`src/rtl/dhi_pkg.sv`:
```
package dhi_pkg;
  localparam int BYTE_W = 8;
  localparam int SDI_BIT = 7;
  localparam int SCK_BIT = 6;

  typedef enum logic [1:0] {
    BUS_I80 = 2'd0,
    BUS_M68 = 2'd1,
    BUS_SER = 2'd2
  } bus_mode_e;

  typedef struct packed {
    logic              vld;
    logic              is_data;
    logic [BYTE_W-1:0] byte_v;
  } wr_evt_t;
endpackage

```
`src/rtl/dhi_sync.sv`:
```
module dhi_sync #(
  parameter int W = 1,
  parameter int STAGES = 2,
  parameter logic [W-1:0] RST_VAL = '0
) (
  input  logic         clk,
  input  logic         rst,
  input  logic [W-1:0] d,
  output logic [W-1:0] q
);
  logic [W-1:0] stg [STAGES];

  always_ff @(posedge clk) begin
    if (rst) begin
      for (int i = 0; i < STAGES; i++) stg[i] <= RST_VAL;
    end else begin
      stg[0] <= d;
      for (int i = 1; i < STAGES; i++) stg[i] <= stg[i-1];
    end
  end

  assign q = stg[STAGES-1];
endmodule

```
`src/rtl/dhi_par_port.sv`:
```
module dhi_par_port
  import dhi_pkg::*;
(
  input  logic              clk,
  input  logic              rst,
  input  logic              en_i80,
  input  logic              en_m68,
  input  logic              cs_n,
  input  logic              strb_a,
  input  logic              strb_b,
  input  logic              dc,
  input  logic [BYTE_W-1:0] din,
  output wr_evt_t           evt,
  output logic              oe_req
);
  logic a_q, b_q;
  logic i80_wr, m68_wr;

  always_ff @(posedge clk) begin
    if (rst) begin
      a_q <= 1'b1;
      b_q <= 1'b1;
    end else begin
      a_q <= strb_a;
      b_q <= strb_b;
    end
  end

  // write strobe released: low -> high
  assign i80_wr = en_i80 && !cs_n && strb_b && !b_q;
  // enable dropped with direction = write
  assign m68_wr = en_m68 && !cs_n && !strb_a && a_q && !strb_b;

  always_comb begin
    evt.vld     = i80_wr || m68_wr;
    evt.is_data = dc;
    evt.byte_v  = din;
  end

  assign oe_req = !cs_n && ((en_i80 && !strb_a) || (en_m68 && strb_a && strb_b));


  m68_rd_nowr_chk: assert property (@(posedge clk) disable iff (rst)
    (en_m68 && oe_req) |-> !evt.vld);
endmodule

```
`src/rtl/dhi_ser_port.sv`:
```
module dhi_ser_port
  import dhi_pkg::*;
(
  input  logic    clk,
  input  logic    rst,
  input  logic    en,
  input  logic    cs_n,
  input  logic    sclk,
  input  logic    sdi,
  input  logic    dc,
  output wr_evt_t evt
);
  localparam int CW = $clog2(BYTE_W);
  localparam logic [CW-1:0] LAST = CW'(BYTE_W - 1);

  logic              sclk_q;
  logic [BYTE_W-2:0] sh;
  logic [CW-1:0]     cnt;
  logic              rise;

  assign rise = en && !cs_n && sclk && !sclk_q;

  always_ff @(posedge clk) begin
    if (rst) begin
      sclk_q <= 1'b0;
      sh     <= '0;
      cnt    <= '0;
    end else begin
      sclk_q <= sclk;
      if (!en || cs_n) begin
        cnt <= '0;
      end else if (rise) begin
        sh  <= {sh[BYTE_W-3:0], sdi};
        cnt <= (cnt == LAST) ? '0 : cnt + 1'b1;
      end
    end
  end

  always_comb begin
    evt.vld     = rise && (cnt == LAST);
    evt.is_data = dc;
    evt.byte_v  = {sh, sdi};
  end


  partial_drop_chk: assert property (@(posedge clk) disable iff (rst)
    cs_n |=> (cnt == '0));
endmodule

```
`src/rtl/disp_host_if.sv`:
```
module disp_host_if
  import dhi_pkg::*;
#(
  parameter int SYNC_STAGES = 2
) (
  input  logic              clk,
  input  logic              hst_rst_n,
  input  logic              strap_m68,
  input  logic              strap_par,
  input  logic              cs_n,
  input  logic              dc_sel,
  input  logic              strb_a,
  input  logic              strb_b,
  input  logic [BYTE_W-1:0] bus_i,
  output logic [BYTE_W-1:0] bus_o,
  output logic              bus_oe,
  input  logic [BYTE_W-1:0] rd_byte,
  output logic              wr_valid,
  output logic [BYTE_W-1:0] wr_byte,
  output logic              wr_is_data,
  output logic              core_rst
);
  localparam int CTL_W = 6;
  localparam logic [CTL_W-1:0] CTL_IDLE = 6'b10_1011;

  logic              rstn_s;
  logic              rst_q;
  logic [CTL_W-1:0]  ctl_s;
  logic [BYTE_W-1:0] din_s;
  logic              par_s, m68_s, cs_s, dc_s, a_s, b_s;
  bus_mode_e         mode;
  wr_evt_t           par_evt, ser_evt, evt;
  logic              oe_req;

  // reset: synchronizer, then one register
  dhi_sync #(.W(1), .STAGES(SYNC_STAGES), .RST_VAL(1'b0)) u_rsync (
    .clk(clk), .rst(1'b0), .d(hst_rst_n), .q(rstn_s)
  );

  always_ff @(posedge clk) rst_q <= !rstn_s;
  assign core_rst = rst_q;

  dhi_sync #(.W(CTL_W), .STAGES(SYNC_STAGES), .RST_VAL(CTL_IDLE)) u_csync (
    .clk(clk), .rst(rst_q),
    .d({strap_par, strap_m68, cs_n, dc_sel, strb_a, strb_b}),
    .q(ctl_s)
  );

  dhi_sync #(.W(BYTE_W), .STAGES(SYNC_STAGES), .RST_VAL('0)) u_dsync (
    .clk(clk), .rst(rst_q), .d(bus_i), .q(din_s)
  );

  assign {par_s, m68_s, cs_s, dc_s, a_s, b_s} = ctl_s;

  always_comb begin
    if (!par_s)     mode = BUS_SER;
    else if (m68_s) mode = BUS_M68;
    else            mode = BUS_I80;
  end

  dhi_par_port u_par (
    .clk(clk), .rst(rst_q),
    .en_i80(mode == BUS_I80), .en_m68(mode == BUS_M68),
    .cs_n(cs_s), .strb_a(a_s), .strb_b(b_s), .dc(dc_s), .din(din_s),
    .evt(par_evt), .oe_req(oe_req)
  );

  dhi_ser_port u_ser (
    .clk(clk), .rst(rst_q), .en(mode == BUS_SER), .cs_n(cs_s),
    .sclk(din_s[SCK_BIT]), .sdi(din_s[SDI_BIT]), .dc(dc_s),
    .evt(ser_evt)
  );

  assign evt = (mode == BUS_SER) ? ser_evt : par_evt;

  always_ff @(posedge clk) begin
    if (rst_q) begin
      wr_valid   <= 1'b0;
      wr_byte    <= '0;
      wr_is_data <= 1'b0;
      bus_oe     <= 1'b0;
      bus_o      <= '0;
    end else begin
      wr_valid <= evt.vld;
      if (evt.vld) begin
        wr_byte    <= evt.byte_v;
        wr_is_data <= evt.is_data;
      end
      bus_oe <= oe_req && (mode != BUS_SER);
      bus_o  <= rd_byte;
    end
  end


  rst_quiet_chk: assert property (@(posedge clk)
    rst_q |=> (!wr_valid && !bus_oe));

  pulse_single_chk: assert property (@(posedge clk) disable iff (rst_q)
    wr_valid |=> !wr_valid);

  cs_idle_chk: assert property (@(posedge clk) disable iff (rst_q)
    cs_s |=> (!wr_valid && !bus_oe));

  ser_quiet_chk: assert property (@(posedge clk) disable iff (rst_q)
    (mode == BUS_SER) |=> !bus_oe);
endmodule

```
`config.mk`:
```
export PLATFORM = sky130hd
export DESIGN_NAME = disp_host_if
export DESIGN_NICKNAME = d
export VERILOG_FILES = /design/src/rtl/dhi_pkg.sv /design/src/rtl/dhi_sync.sv /design/src/rtl/dhi_par_port.sv /design/src/rtl/dhi_ser_port.sv /design/src/rtl/disp_host_if.sv
export SDC_FILE = /design/constraint.sdc
export NUM_CORES = 1
export LEC_CHECK = 0
export BUFFER_PORTS_ARGS = -buffer_cell sky130_fd_sc_hd__clkbuf_2
export CAP_MARGIN = 20
export CORE_ASPECT_RATIO = 1.4
export CORE_UTILIZATION = 46
export CTS_CLUSTER_DIAMETER = 200
export CTS_CLUSTER_SIZE = 8
export DETAILED_ROUTE_END_ITERATION = 6
export GPL_TIMING_DRIVEN = 0
export MAX_ROUTING_LAYER = met4
export PLACE_DENSITY = 0.78
export SYNTH_ARGS = -nofsm -noshare
export SYNTH_HDL_FRONTEND = slang
export SYNTH_SLANG_ARGS = --single-unit
```
`constraint.sdc`:
```
create_clock -name clk -period 1.9 [get_ports clk]
set_input_delay 0.095 -clock clk [delete_from_list [all_inputs] [get_ports clk]]
set_output_delay 0.095 -clock clk [all_outputs]
set_load 0.05 [all_outputs]
```
==> results.txt <==
The worst path arrival time is 1.71 ns. The relative contribution of sequential cells to total power is 0.532. The flow ran to the end, and the final reports show no timing, DRC or antenna violations. The element type at the critical path end is a flip-flop. The final number of max-transition violations came out at 0.

The area of the multi-input gates came out at 737 um^2. The endpoint identified for the worst register-to-register timing path is wr_byte[4]$_SDFFE_PP0P_. The number of antenna cells inserted came out at 0. The area growth from synthesis to layout is 33.7%. The number of different library cells in the post-synthesis netlist came out at 28. The post-synthesis cell count is 196. Setup total negative slack on the finished layout was measured at 0 ns. In this run the critical register-to-register path is launched from u_csync.stg[0][9]$_SDFF_PP1_. The via count normalized by instance count is 4.62. The count of cells along the worst register-to-register path is 5. The placeable core area is 4240 um^2. Setup repair after global routing left no endpoint under its margin. In this run the remaining antenna-violating nets after routing total 0. The slew at the pin with the worst max-slew slack came out at 0.485 ns. The worst setup slack after layout came out at 0.396 ns. The finished layout cell area is 2750 um^2. The die covers 4740 um^2. The hold violation total from the final report is 0. The pre-antenna-repair detailed-routing pass consisted of 4 iterations.

The non-filler instance count after layout is 336. From bottom edge to top edge, the die measures 81.1 um. The count of maximum capacitance violations is 0. The period utilization came out at 0.792. In this run the worst setup path begins at u_csync.stg[0][9]$_SDFF_PP1_. The maximum number of pins on one net before global-route repair came out at 11. The initial core utilization came out at 0.485. The achievable frequency is 665 MHz.

The number of global-route vias before repair came out at 1465. At the later pin of the worst-skew pair, clock insertion delay measures 0.33 ns. The worst-path maximum fanout came out at 10. The hold path depth is 2. The mapped netlist covers slightly above 2000 um^2. At the end of routability-driven placement, the weighted congestion stood at a little under 0.8. In this run the tightest slew margin relative to its limit is 0.677. The die is 58.5 um wide. The global-route wire length before repair is 6630 um. The count of H-tree levels built during CTS is 3. The number of flip-flops and latches in the synthesized netlist came out at 63. CTS saw 63 sinks. The number of buffers added by the clock tree synthesis step is 9. The total of endpoints with negative setup slack in the final report is 0. The leakage dissipation is 1.14 nW. Averaged over all synthesized cells, the footprint is approximately 10 um^2. The register area came out at 1260 um^2. The worst setup path is of the flip-flop to flip-flop kind. Of the synthesized area, sequential elements account for 0.614.

The final route contains ~1600 vias. The number of top-level design ports is 44. In this run the clock root is driven by a clkbuf_8.

Buffers added to address setup during post-CTS repair amount to 0. Leaving out fill and tap cells, the most frequent cells in the layout are dfxtp_1 (63), clkbuf_2 (43), nor2b_1 (38). The wire-length estimate of the detail-placed layout is 2410 um. Clock-pin slew was measured on the worst setup and hold paths at 0.07 ns. The required time at the endpoint of the critical path came out at 2.11 ns. The number of antenna violations at the first check in global routing came to 0. The post-route worst hold slack is 0.0122 ns.

The buffer levels on the longest clock path is 2. The final routed DRC violation total is 0. The final net count came out at 298.

The post-placement cell area is 2340 um^2. Setup slack on the worst reg-to-reg path comes out at between 0.3 and 0.4 ns. Counting tap cells, the placed design contains a total of 299 instances. The number of inserted filler cells in the final layout came out at 354. The worst hold path terminates at u_dsync.stg[0][0]$_SDFF_PP0_. The count of buffers from port buffering is 43. The largest clock skew in the final design is roughly 0.0074 ns. The row count is 28. The wire length per cell came out at 11.7 um.

The CTS tree is yes. The worst setup path is launched from a flip-flop. For this design the total switching power over the nets is 580 uW. The switching power as a share of total power came out at 0.224.

After global routing the overflow that remains totals 0. Subtracting the final worst setup slack from the clock period gives 1.50 ns. The final wirelength came out at 3930 um.

The first-iteration detailed-routing DRC count is 39. The worst-case IR drop observed on VDD is 0.582 mV. The setup slack after placement is approximately 0.39 ns. The overall track demand over capacity in global routing came out at 0.202.

The number of warnings issued by yosys came out at 0. The worst min-delay path startpoint is bus_i[0]. Leaving out fill and tap cells, the most frequent cell in the layout is dfxtp_1. The min-delay analysis places its worst path in the category primary input to flip-flop.

The post-synthesis net count came out at ~220. The share of layout cells above drive strength 1 is 0.279. The total power divided by cell area came out at 944 nW/um^2. The proportion of power drawn by the clock network came out at 0.400. The cell internal power dissipation came out at between 2 and 2.5 mW. The combinational power share came out at 0.068.
==> kinds of logic (layout without fill, tap and decap cells) <==
group	after synthesis	in the layout	share of synthesized area
buffers and inverters	12	92	0.0274
DFF	63	63	0.614
adders and majority gates	2	2	0.0122
and+or+nand+nor	95	95	0.266
AOI/OAI and AO/OA	23	23	0.0767
xor gates and xnor gates	1	1	0.00426
==> Yosys cell counts, drive strengths merged <==
library cell  number  share of area
buf                5          0.015
nor3b              1         0.0037
nor4b              1         0.0073
xnor2              1         0.0043
or3                1         0.0030
a221oi             8          0.037
nor2               1         0.0018
or2               10          0.030
nand3              2         0.0049
o21ai              3         0.0091
ha                 2          0.012
a21oi             11          0.027
nand2             20          0.040
and2               1         0.0030
and4bb             1         0.0061
nor2b             38           0.12
and2b              1         0.0037
nor3              17          0.041
and3b              1         0.0043
inv                1         0.0018
clkbuf             6          0.011
dfxtp             63           0.61
o21a               1         0.0037
==> power groups by stage <==
stage | Sequential [mW] | Combinational (mW) | Clock (mW)
global route | 1.38 | 0.191 | 1.12
floorplan | 1.44 | 0.0529 | 0
detailed placement | 1.41 | 0.137 | 0
CTS | 1.38 | 0.172 | 1.07
finish | 1.38 | 0.176 | 1.04
global placement | 1.41 | 0.135 | 0
==> worst max-delay path by stage <==
stage,slack [ns],endpoint
final,0.40,wr_byte[4]$_SDFFE_PP0P_
after global placement,0.44,wr_byte[4]$_SDFFE_PP0P_
after floorplan,0.44,wr_byte[7]$_SDFFE_PP0P_
after global routing,0.21,wr_byte[2]$_SDFFE_PP0P_
after CTS,0.38,wr_byte[4]$_SDFFE_PP0P_
after detailed placement,0.39,wr_byte[4]$_SDFFE_PP0P_
==> critical path: stages (launching register included) <==
cell and delay [ns]:
dfxtp_1 0.34, nor4b_2 0.33, buf_4 0.24, nand2_4 0.11, a221oi_1 0.29, nor3_1 0.07
==> layout make-up <==
cell class,count,area share
plain buffers,11,0.0191
clock buffers,12,0.0601
clock inverters,3,0.00638
inverters,1,0.00137
multi-input cells,121,0.268
flip-flops and latches,63,0.459
well taps,60,0.0273
repair buffers,65,0.158
==> what timing repair did <==
item                      in CTS  in global routing
gates resized for setup        0                  0
hold buffers                  22                  0
hold endpoints to repair      22                  0
==> through the flow <==
| stage | power (mW) | utilization |
|---|---|---|
| after floorplan | 1.50 | - |
| after global placement | 1.54 | 0.553 |
| after detailed placement | 1.55 | 0.553 |
| after CTS | 2.62 | 0.648 |
| after global routing | 2.69 | 0.648 |
| final | 2.59 | 0.648 |
==> flip-flops by register name, indices dropped and copies added (netlist names) <==
| name | cells |
|---|---|
| wr_is_data | 1 |
| u_csync.stg | 12 |
| bus_o | 8 |
| u_ser.sh | 7 |
| u_par.b_q | 1 |
| u_ser.sclk_q | 1 |
| u_dsync.stg | 16 |
| u_par.a_q | 1 |
| u_ser.cnt | 3 |
| bus_oe | 1 |
| core_rst | 1 |
| wr_byte | 8 |
| wr_valid | 1 |
| u_rsync.stg | 2 |
==> routing by layer <==
| metal | share of wire | up-vias | global-route usage |
|---|---|---|---|
| met4 | 0.019 | 0 | 0.117 |
| li1 | - | 801 | - |
| met2 | 0.51 | 56 | 0.341 |
| met5 | 0 | - | - |
| met3 | 0.053 | 8 | 0.0653 |
| met1 | 0.41 | 686 | 0.204 |
(Power assumes the default switching activity.)
